**config.mk**
```make
export PLATFORM = sky130hd
export DESIGN_NAME = dva_unit
export DESIGN_NICKNAME = d
export VERILOG_FILES = /design/src/rtl/dva_pkg.sv /design/src/rtl/dva_desc_reg.sv /design/src/rtl/dva_addr_gen.sv /design/src/rtl/dva_elem_align.sv /design/src/rtl/dva_unit.sv
export SDC_FILE = /design/constraint.sdc
export NUM_CORES = 1
export LEC_CHECK = 0
export BUFFER_PORTS_ARGS = -buffer_cell sky130_fd_sc_hd__buf_4
export CAP_MARGIN = 10
export CORE_UTILIZATION = 35
export DETAILED_ROUTE_END_ITERATION = 8
export HOLD_SLACK_MARGIN = 0.1
export PLACE_DENSITY = 0.58
export SYNTH_ARGS = -nofsm -noshare
export SYNTH_HDL_FRONTEND = slang
export SYNTH_SLANG_ARGS = --single-unit
```
**constraint.sdc**
```tcl
create_clock -name clk -period 4.45 [get_ports clk]
set_input_delay 0.445 -clock clk [delete_from_list [all_inputs] [get_ports clk]]
set_output_delay 0.445 -clock clk [all_outputs]
set_load 0.03 [all_outputs]
```
**src/rtl/dva_pkg.sv**
```systemverilog
package dva_pkg;
    localparam int DESC_W   = 64;
    localparam int WORD_W   = 64;
    localparam int TYPE_W   = 8;
    localparam int BOUND_W  = 24;
    localparam int ORIGIN_W = 32;
    localparam int MOD_W    = 32;
    localparam int BP_W     = ORIGIN_W + 3;
    localparam int OFF_W    = $clog2(WORD_W);
    localparam int WA_W     = BP_W - OFF_W;
    localparam int SZL_W    = 3;

    typedef struct packed {
        logic [TYPE_W-1:0]   kind;
        logic [BOUND_W-1:0]  bound;
        logic [ORIGIN_W-1:0] origin;
    } desc_t;

    typedef struct packed {
        logic             illegal;
        logic             bound_fail;
        logic [WA_W-1:0]  waddr;
        logic [OFF_W-1:0] boff;
        logic [SZL_W-1:0] szl;
        logic             span2;
    } plan_t;

    typedef enum logic [2:0] {
        ST_IDLE, ST_FAULT, ST_REQ0, ST_RSP0, ST_REQ1, ST_RSP1, ST_DONE
    } state_t;

    function automatic logic [SZL_W-1:0] kind_szl(logic [TYPE_W-1:0] k);
        return k[2:0];
    endfunction

    function automatic logic kind_nocheck(logic [TYPE_W-1:0] k);
        return k[3];
    endfunction

    function automatic logic kind_noscale(logic [TYPE_W-1:0] k);
        return k[4];
    endfunction

    function automatic logic szl_unsupported(logic [SZL_W-1:0] s);
        return (s == 3'd1) || (s == 3'd7);
    endfunction

    function automatic logic [WORD_W-1:0] size_mask(logic [SZL_W-1:0] s);
        logic [WORD_W-1:0] m;
        if (s >= 3'd6) m = '1;
        else           m = (64'd1 << (32'd1 << s)) - 64'd1;
        return m;
    endfunction
endpackage

```
**src/rtl/dva_desc_reg.sv**
```systemverilog
module dva_desc_reg
    import dva_pkg::*;
(
    input  logic              clk,
    input  logic              rst,
    input  logic              take,
    input  logic              use_new,
    input  logic [DESC_W-1:0] new_desc,
    output desc_t             eff_desc
);
    desc_t held_q;

    always_ff @(posedge clk) begin
        if (rst)       held_q <= '0;
        else if (take) held_q <= desc_t'(new_desc);
    end

    assign eff_desc = use_new ? desc_t'(new_desc) : held_q;
endmodule

```
**src/rtl/dva_addr_gen.sv**
```systemverilog
module dva_addr_gen
    import dva_pkg::*;
(
    input  desc_t             desc,
    input  logic              modified,
    input  logic [MOD_W-1:0]  modifier,
    output plan_t             plan
);
    logic [SZL_W-1:0]  szl;
    logic [MOD_W-1:0]  m_eff;
    logic              out_of_range;
    logic [BP_W-1:0]   disp;
    logic [BP_W-1:0]   bitpos;
    logic [OFF_W:0]    span_end;

    always_comb begin
        szl   = kind_szl(desc.kind);
        m_eff = modified ? modifier : '0;
        out_of_range = m_eff[MOD_W-1] ||
                       (m_eff >= MOD_W'(desc.bound));
        if (kind_noscale(desc.kind)) disp = BP_W'(m_eff) << 3;
        else                         disp = BP_W'(m_eff) << szl;
        bitpos   = {desc.origin, 3'b000} + disp;
        span_end = {1'b0, bitpos[OFF_W-1:0]} + ((OFF_W+1)'(1) << szl);

        plan.illegal    = szl_unsupported(szl);
        plan.bound_fail = modified && !kind_nocheck(desc.kind) && out_of_range;
        plan.waddr      = bitpos[BP_W-1:OFF_W];
        plan.boff       = bitpos[OFF_W-1:0];
        plan.szl        = szl;
        plan.span2      = span_end > (OFF_W+1)'(WORD_W);
    end
endmodule

```
**src/rtl/dva_elem_align.sv**
```systemverilog
module dva_elem_align
    import dva_pkg::*;
(
    input  logic [WORD_W-1:0] lo_word,
    input  logic [WORD_W-1:0] hi_word,
    input  logic [OFF_W-1:0]  boff,
    input  logic [SZL_W-1:0]  szl,
    output logic [WORD_W-1:0] elem
);
    logic [2*WORD_W-1:0] joined;

    always_comb begin
        joined = {hi_word, lo_word} >> boff;
        elem   = joined[WORD_W-1:0] & size_mask(szl);
    end
endmodule

```
**src/rtl/dva_unit.sv**
```systemverilog
module dva_unit
    import dva_pkg::*;
(
    input  logic              clk,
    input  logic              rst,
    input  logic              req_valid,
    output logic              req_ready,
    input  logic              req_load,
    input  logic [DESC_W-1:0] req_desc,
    input  logic              req_modified,
    input  logic [MOD_W-1:0]  req_modifier,
    output logic              mem_req_valid,
    input  logic              mem_req_ready,
    output logic [WA_W-1:0]   mem_addr,
    input  logic              mem_rsp_valid,
    output logic              mem_rsp_ready,
    input  logic [WORD_W-1:0] mem_rsp_data,
    output logic              res_valid,
    output logic [WORD_W-1:0] res_data,
    output logic              bound_irq,
    output logic              illegal_flag
);
    state_t            state_q;
    plan_t             plan_c, plan_q;
    desc_t             eff_desc;
    logic [WORD_W-1:0] lo_q, hi_q, elem;
    logic              accept;

    assign req_ready = (state_q == ST_IDLE);
    assign accept    = req_valid && req_ready;

    dva_desc_reg u_desc (
        .clk      (clk),
        .rst      (rst),
        .take     (accept && req_load),
        .use_new  (req_load),
        .new_desc (req_desc),
        .eff_desc (eff_desc)
    );

    dva_addr_gen u_addr (
        .desc     (eff_desc),
        .modified (req_modified),
        .modifier (req_modifier),
        .plan     (plan_c)
    );

    dva_elem_align u_align (
        .lo_word (lo_q),
        .hi_word (hi_q),
        .boff    (plan_q.boff),
        .szl     (plan_q.szl),
        .elem    (elem)
    );

    always_ff @(posedge clk) begin
        if (rst) begin
            state_q <= ST_IDLE;
            plan_q  <= '0;
            lo_q    <= '0;
            hi_q    <= '0;
        end else begin
            case (state_q)
                ST_IDLE: if (req_valid) begin
                    plan_q  <= plan_c;
                    hi_q    <= '0;
                    state_q <= (plan_c.illegal || plan_c.bound_fail) ? ST_FAULT : ST_REQ0;
                end
                ST_FAULT: state_q <= ST_IDLE;
                ST_REQ0:  if (mem_req_ready) state_q <= ST_RSP0;
                ST_RSP0:  if (mem_rsp_valid) begin
                    lo_q    <= mem_rsp_data;
                    state_q <= plan_q.span2 ? ST_REQ1 : ST_DONE;
                end
                ST_REQ1:  if (mem_req_ready) state_q <= ST_RSP1;
                ST_RSP1:  if (mem_rsp_valid) begin
                    hi_q    <= mem_rsp_data;
                    state_q <= ST_DONE;
                end
                ST_DONE:  state_q <= ST_IDLE;
                default:  state_q <= ST_IDLE;
            endcase
        end
    end

    assign mem_req_valid = (state_q == ST_REQ0) || (state_q == ST_REQ1);
    assign mem_addr      = (state_q == ST_REQ1) ? WA_W'(plan_q.waddr + 1'b1) : plan_q.waddr;
    assign mem_rsp_ready = (state_q == ST_RSP0) || (state_q == ST_RSP1);
    assign res_valid     = (state_q == ST_DONE);
    assign res_data      = res_valid ? elem : '0;
    assign illegal_flag  = (state_q == ST_FAULT) && plan_q.illegal;
    assign bound_irq     = (state_q == ST_FAULT) && !plan_q.illegal;
endmodule

```
==> results.md <==
- Synthesis produced a netlist with a net count of 2,779.
- The number of stages on the worst hold path is 3.
- The tool flagged a number of max-cap violations equal to 0.
- The count of standard-cell rows is roughly 90.
- The congestion estimate from routability-driven global placement came to 0.9791.
- The post-synthesis average cell area is 8.100 um^2.
- The signal on the critical path passes through buf_4 > mux4_2 > nand2_1 > nand2_1 > o21ai_0 > mux4_2 > nor2_1 > buf_4.
- The DRC violation total after the first TritonRoute iteration is approximately 1,600.
- The iteration count of the initial detailed-routing pass is 7.
- The cell area after synthesis is between 0.02 and 0.025 mm^2.
- In this run the number of H-tree levels came out at 1.
- The upper clock frequency limit is about 250 MHz.
- The latest clock arrival within the worst-skew pair is approximately 0.59 ns.
- The finished cells cover about 0.025 mm^2.
- The most used flip-flop cell after synthesis is dfxtp_1.
- Leaving out fill and tap cells, the most frequent cell in the layout is nand2_1.
- For this design the top-level I/O count stands at ~270.
- Setup violations remaining at the end of the flow were counted as 0.
- The total overflow left after global routing is 0.
- The final total negative setup slack is 0 ns.
- The via count of the first global-routing pass is between 15,000 and 20,000.
- The initial antenna violation count is 6.
- The final-report hold violation count was 0.
- Dividing the detail-routed wire length by the instance count gives slightly above 20 um.
- The flow ran to the end, and the final reports show no timing, DRC or antenna violations.
- The final critical path time including I/O delays and setup is a little over 4 ns.
- By area the synthesized netlist is led by dfxtp_1 22%, mux4_2 20%, nand2_1 11%.
- Setup repair after global routing left no endpoint under its margin.
- The width of the chip is ~240 um.
- The worst setup path is launched from a flop.
- The number of clock sinks is between 200 and 250.
- The maximum resistive drop on vdd is between 0.2 and 0.3 mV.
- The placed wire-length estimate is ~58,000 um.
- STA classifies the critical path endpoint as a primary output.
- The maximum number of pins on one net before global-route repair is 93.
- The flip-flop and latch count after synthesis is between 200 and 250.
- The final layout contains routed wiring with a total length of between 70,000 and 80,000 um.
- The largest total area in the synthesized netlist belongs to dfxtp_1.
- The tightest hold path in the finished design has a slack of around 0.12 ns.
- In the final layout, flip-flops and latches occupy 0.004638 mm^2.
- The number of design rule violations left after detail routing is 0.
- The synthesized design contains 0 enable-type register cells.
- The actual slew at the worst max-slew pin is around 1.2 ns.
- The number of cells on the critical path is 8.
- The number of clock buffers added by TritonCTS is 29.
- The worst clock skew is about 0.022 ns.
- Of the cells placed in the final design, the portion with a size suffix greater than 1 is 25.16%.
- The core utilization of the finished layout is 43.54%.
- For this configuration, the core starts out at a cell density of 35.62%.
- The overall power is just over 7 mW.
- Detailed routing inserted a total of 20,250 vias.
- The top cell types in the final layout, fill and taps aside, are 583 x nand2_1, 340 x buf_4, 318 x a21oi_1, 226 x dfxtp_1, 181 x mux4_2.
- The depth of the worst register-to-register path is 17.
- For this run, the number of standard cells in the final layout without fillers is 3,573.
- In this run the biggest area consumer among cell types represents between 20% and 30% of the synthesized area.
- In the routed layout, each cell is associated on average with a via count of between 5 and 6.
- In this run the worst path has a maximum fanout of 28.
- The max-slew violation count was 0.
- The first global-routing pass estimated 112,700 um of wire.
- The tree is rooted in a clkbuf_16.
- Timing analysis after detailed placement gives a worst setup slack of between 0.1 and 0.15 ns.
- For this run, the post-layout net count is 3,019.
- The cell type group with the largest total delay on the critical path is multiplexers.
- STA puts the critical path data required time at 4.01 ns.
- The setup slack of the critical path after layout is between 0.3 and 0.4 ns.
- Counting flops with an async set or reset pin after synthesis yields a share of 0%.
- The number of buffer and inverter stages on the critical path is 2.
- The total of fill cells in the finished design is ~5,800.
- In this run the static leakage power is 9.917 nW.
- Once detail routing completed, the nets flagged for antenna violations numbered 0.
- Headroom to the max-slew limit came out at between 15 and 20%.
- The area of the core is approximately 0.058 mm^2.
- The critical path's largest stage delay is between 0.6 and 0.7 ns.
- Dividing the final minimum period by the clock period gives 91.06%.
- In this run the vertical extent of the chip is 244.8 um.
- The cell count after synthesis is between 2,000 and 3,000.
- For this run, the number of Yosys warnings is 0.
- The number of distinct library cells after synthesis is 60.
- Buffers added to address setup during post-CTS repair amount to 0.
- The total area of multi-input combinational cells is about 0.015 mm^2.
- Once placement finished, the instance area stood at around 0.024 mm^2.
- The number of cells after detailed placement is roughly 3,500.
- The tightest min-delay check is of the in -> reg type.
- The CTS tree is yes.
- In this run the tool buffered the top-level ports with 262 buffer cells.
- After clock tree synthesis, the clock-pin slew on the worst setup and hold paths is 0.06 ns.
- The worst endpoint data arrival time is 3.61 ns.
- The total power divided by cell area is ~290 mW/mm^2.
- The total track usage is roughly a quarter.
- The critical setup path kind is reg -> out.
- Relative to the synthesized area, the layout overhead comes to 22.23%.
- The floorplan step defined a die boundary enclosing about 0.06 mm^2.
- The largest buffer count on any clock path is 3.
- The critical-path cell with the highest stage delay is dfxtp_4.
- The sequential element share of the synthesized area is around 22%.
## repair_timing
item,CTS,global route
hold endpoints to repair,68,0
gates resized for setup,0,0
hold buffers,67,0
## final timing paths
kind                                     to  slack, ns                            from
min                   lo_q[56]$_SDFFE_PP0P_       0.12                mem_rsp_data[56]
max reg2reg         plan_q[37]$_SDFFE_PP0P_       0.40  u_desc.held_q[56]$_SDFFE_PP0P_
min reg2reg  u_desc.held_q[55]$_SDFFE_PP0P_       0.45  u_desc.held_q[55]$_SDFFE_PP0P_
max                            res_data[25]       0.40          plan_q[4]$_SDFFE_PP0P_
## cell usage after synthesis, drive strengths merged (2+ instances only)
| cell type | instances |
|---|---|
| nand2 | 584 |
| a21oi | 318 |
| dfxtp | 231 |
| mux4 | 181 |
| nor2 | 174 |
| clkbuf | 152 |
| o21ai | 125 |
| mux2i | 124 |
| nand3 | 111 |
| mux2 | 98 |
| ha | 63 |
| buf | 59 |
| a211oi | 52 |
| inv | 39 |
| xnor2 | 37 |
| a21o | 31 |
| nor3 | 22 |
| xor2 | 19 |
| and2 | 15 |
| and3 | 13 |
| nand4 | 13 |
| a31oi | 8 |
| o211ai | 8 |
| o21bai | 8 |
| or3 | 8 |
| nor2b | 7 |
| nand2b | 5 |
| o22ai | 4 |
| or2 | 4 |
| a31o | 3 |
| o31ai | 3 |
| a41oi | 2 |
| fa | 2 |
| nand4b | 2 |
| nor3b | 2 |
| nor4b | 2 |
| o2111ai | 2 |
| o311ai | 2 |
## report_power, final
group          internal (mW)  switching (mW)  leakage, nW
combinational           1.02            1.42         7.58
clock                   1.42           0.968        0.464
sequential              2.19           0.189         1.87
## registers in the layout (all words and copies together) (netlist names)
register	count
plan_q	40
lo_q	64
state_q	3
u_desc.held_q	61
hi_q	63
## layer usage
metal	vias to the layer above	track usage (%)	part of all wire (%)	wire length (um)
met5	-	0	0.064	47
met4	8	8.180	3.2	2336
met3	113	3.696	7.5	5538
met2	747	39.49	46	34180
met1	9716	31.96	43	31690
li1	9669	-	-	-
## final cells by class
class | count | share of cell area [%]
multi-input cells | 2066 | 59.65
flip-flops and latches | 231 | 18.39
repair buffers | 420 | 13.76
well taps | 765 | 3.796
clock buffers | 41 | 3.295
inverters | 39 | 0.5954
clock inverters | 9 | 0.4962
diodes | 2 | 0.01985
## kinds of logic (layout without fill, tap and decap cells)
family                     count (synthesis)  after routing  share of synthesized area, %
AOI/OAI and AO/OA                        574            574                         15.54
xor gates and xnor gates                  56             56                         2.377
adders and majority gates                 65             65                         4.015
buffers and inverters                    250            509                         4.888
DFF                                      231            231                         22.41
muxes                                    403            403                         31.12
other                                      1              3                       0.01818
and+or+nand+nor                          967            967                         19.62
## worst min-delay path: cells and delay by family
kind | cells | cell delay, ns
AO/OA/AOI/OAI | 1 | 0.05
buffers and inverters | 1 | 0.12
AND/OR/NAND/NOR | 1 | 0.05
No activity file was read; power rests on OpenSTA's default activity.
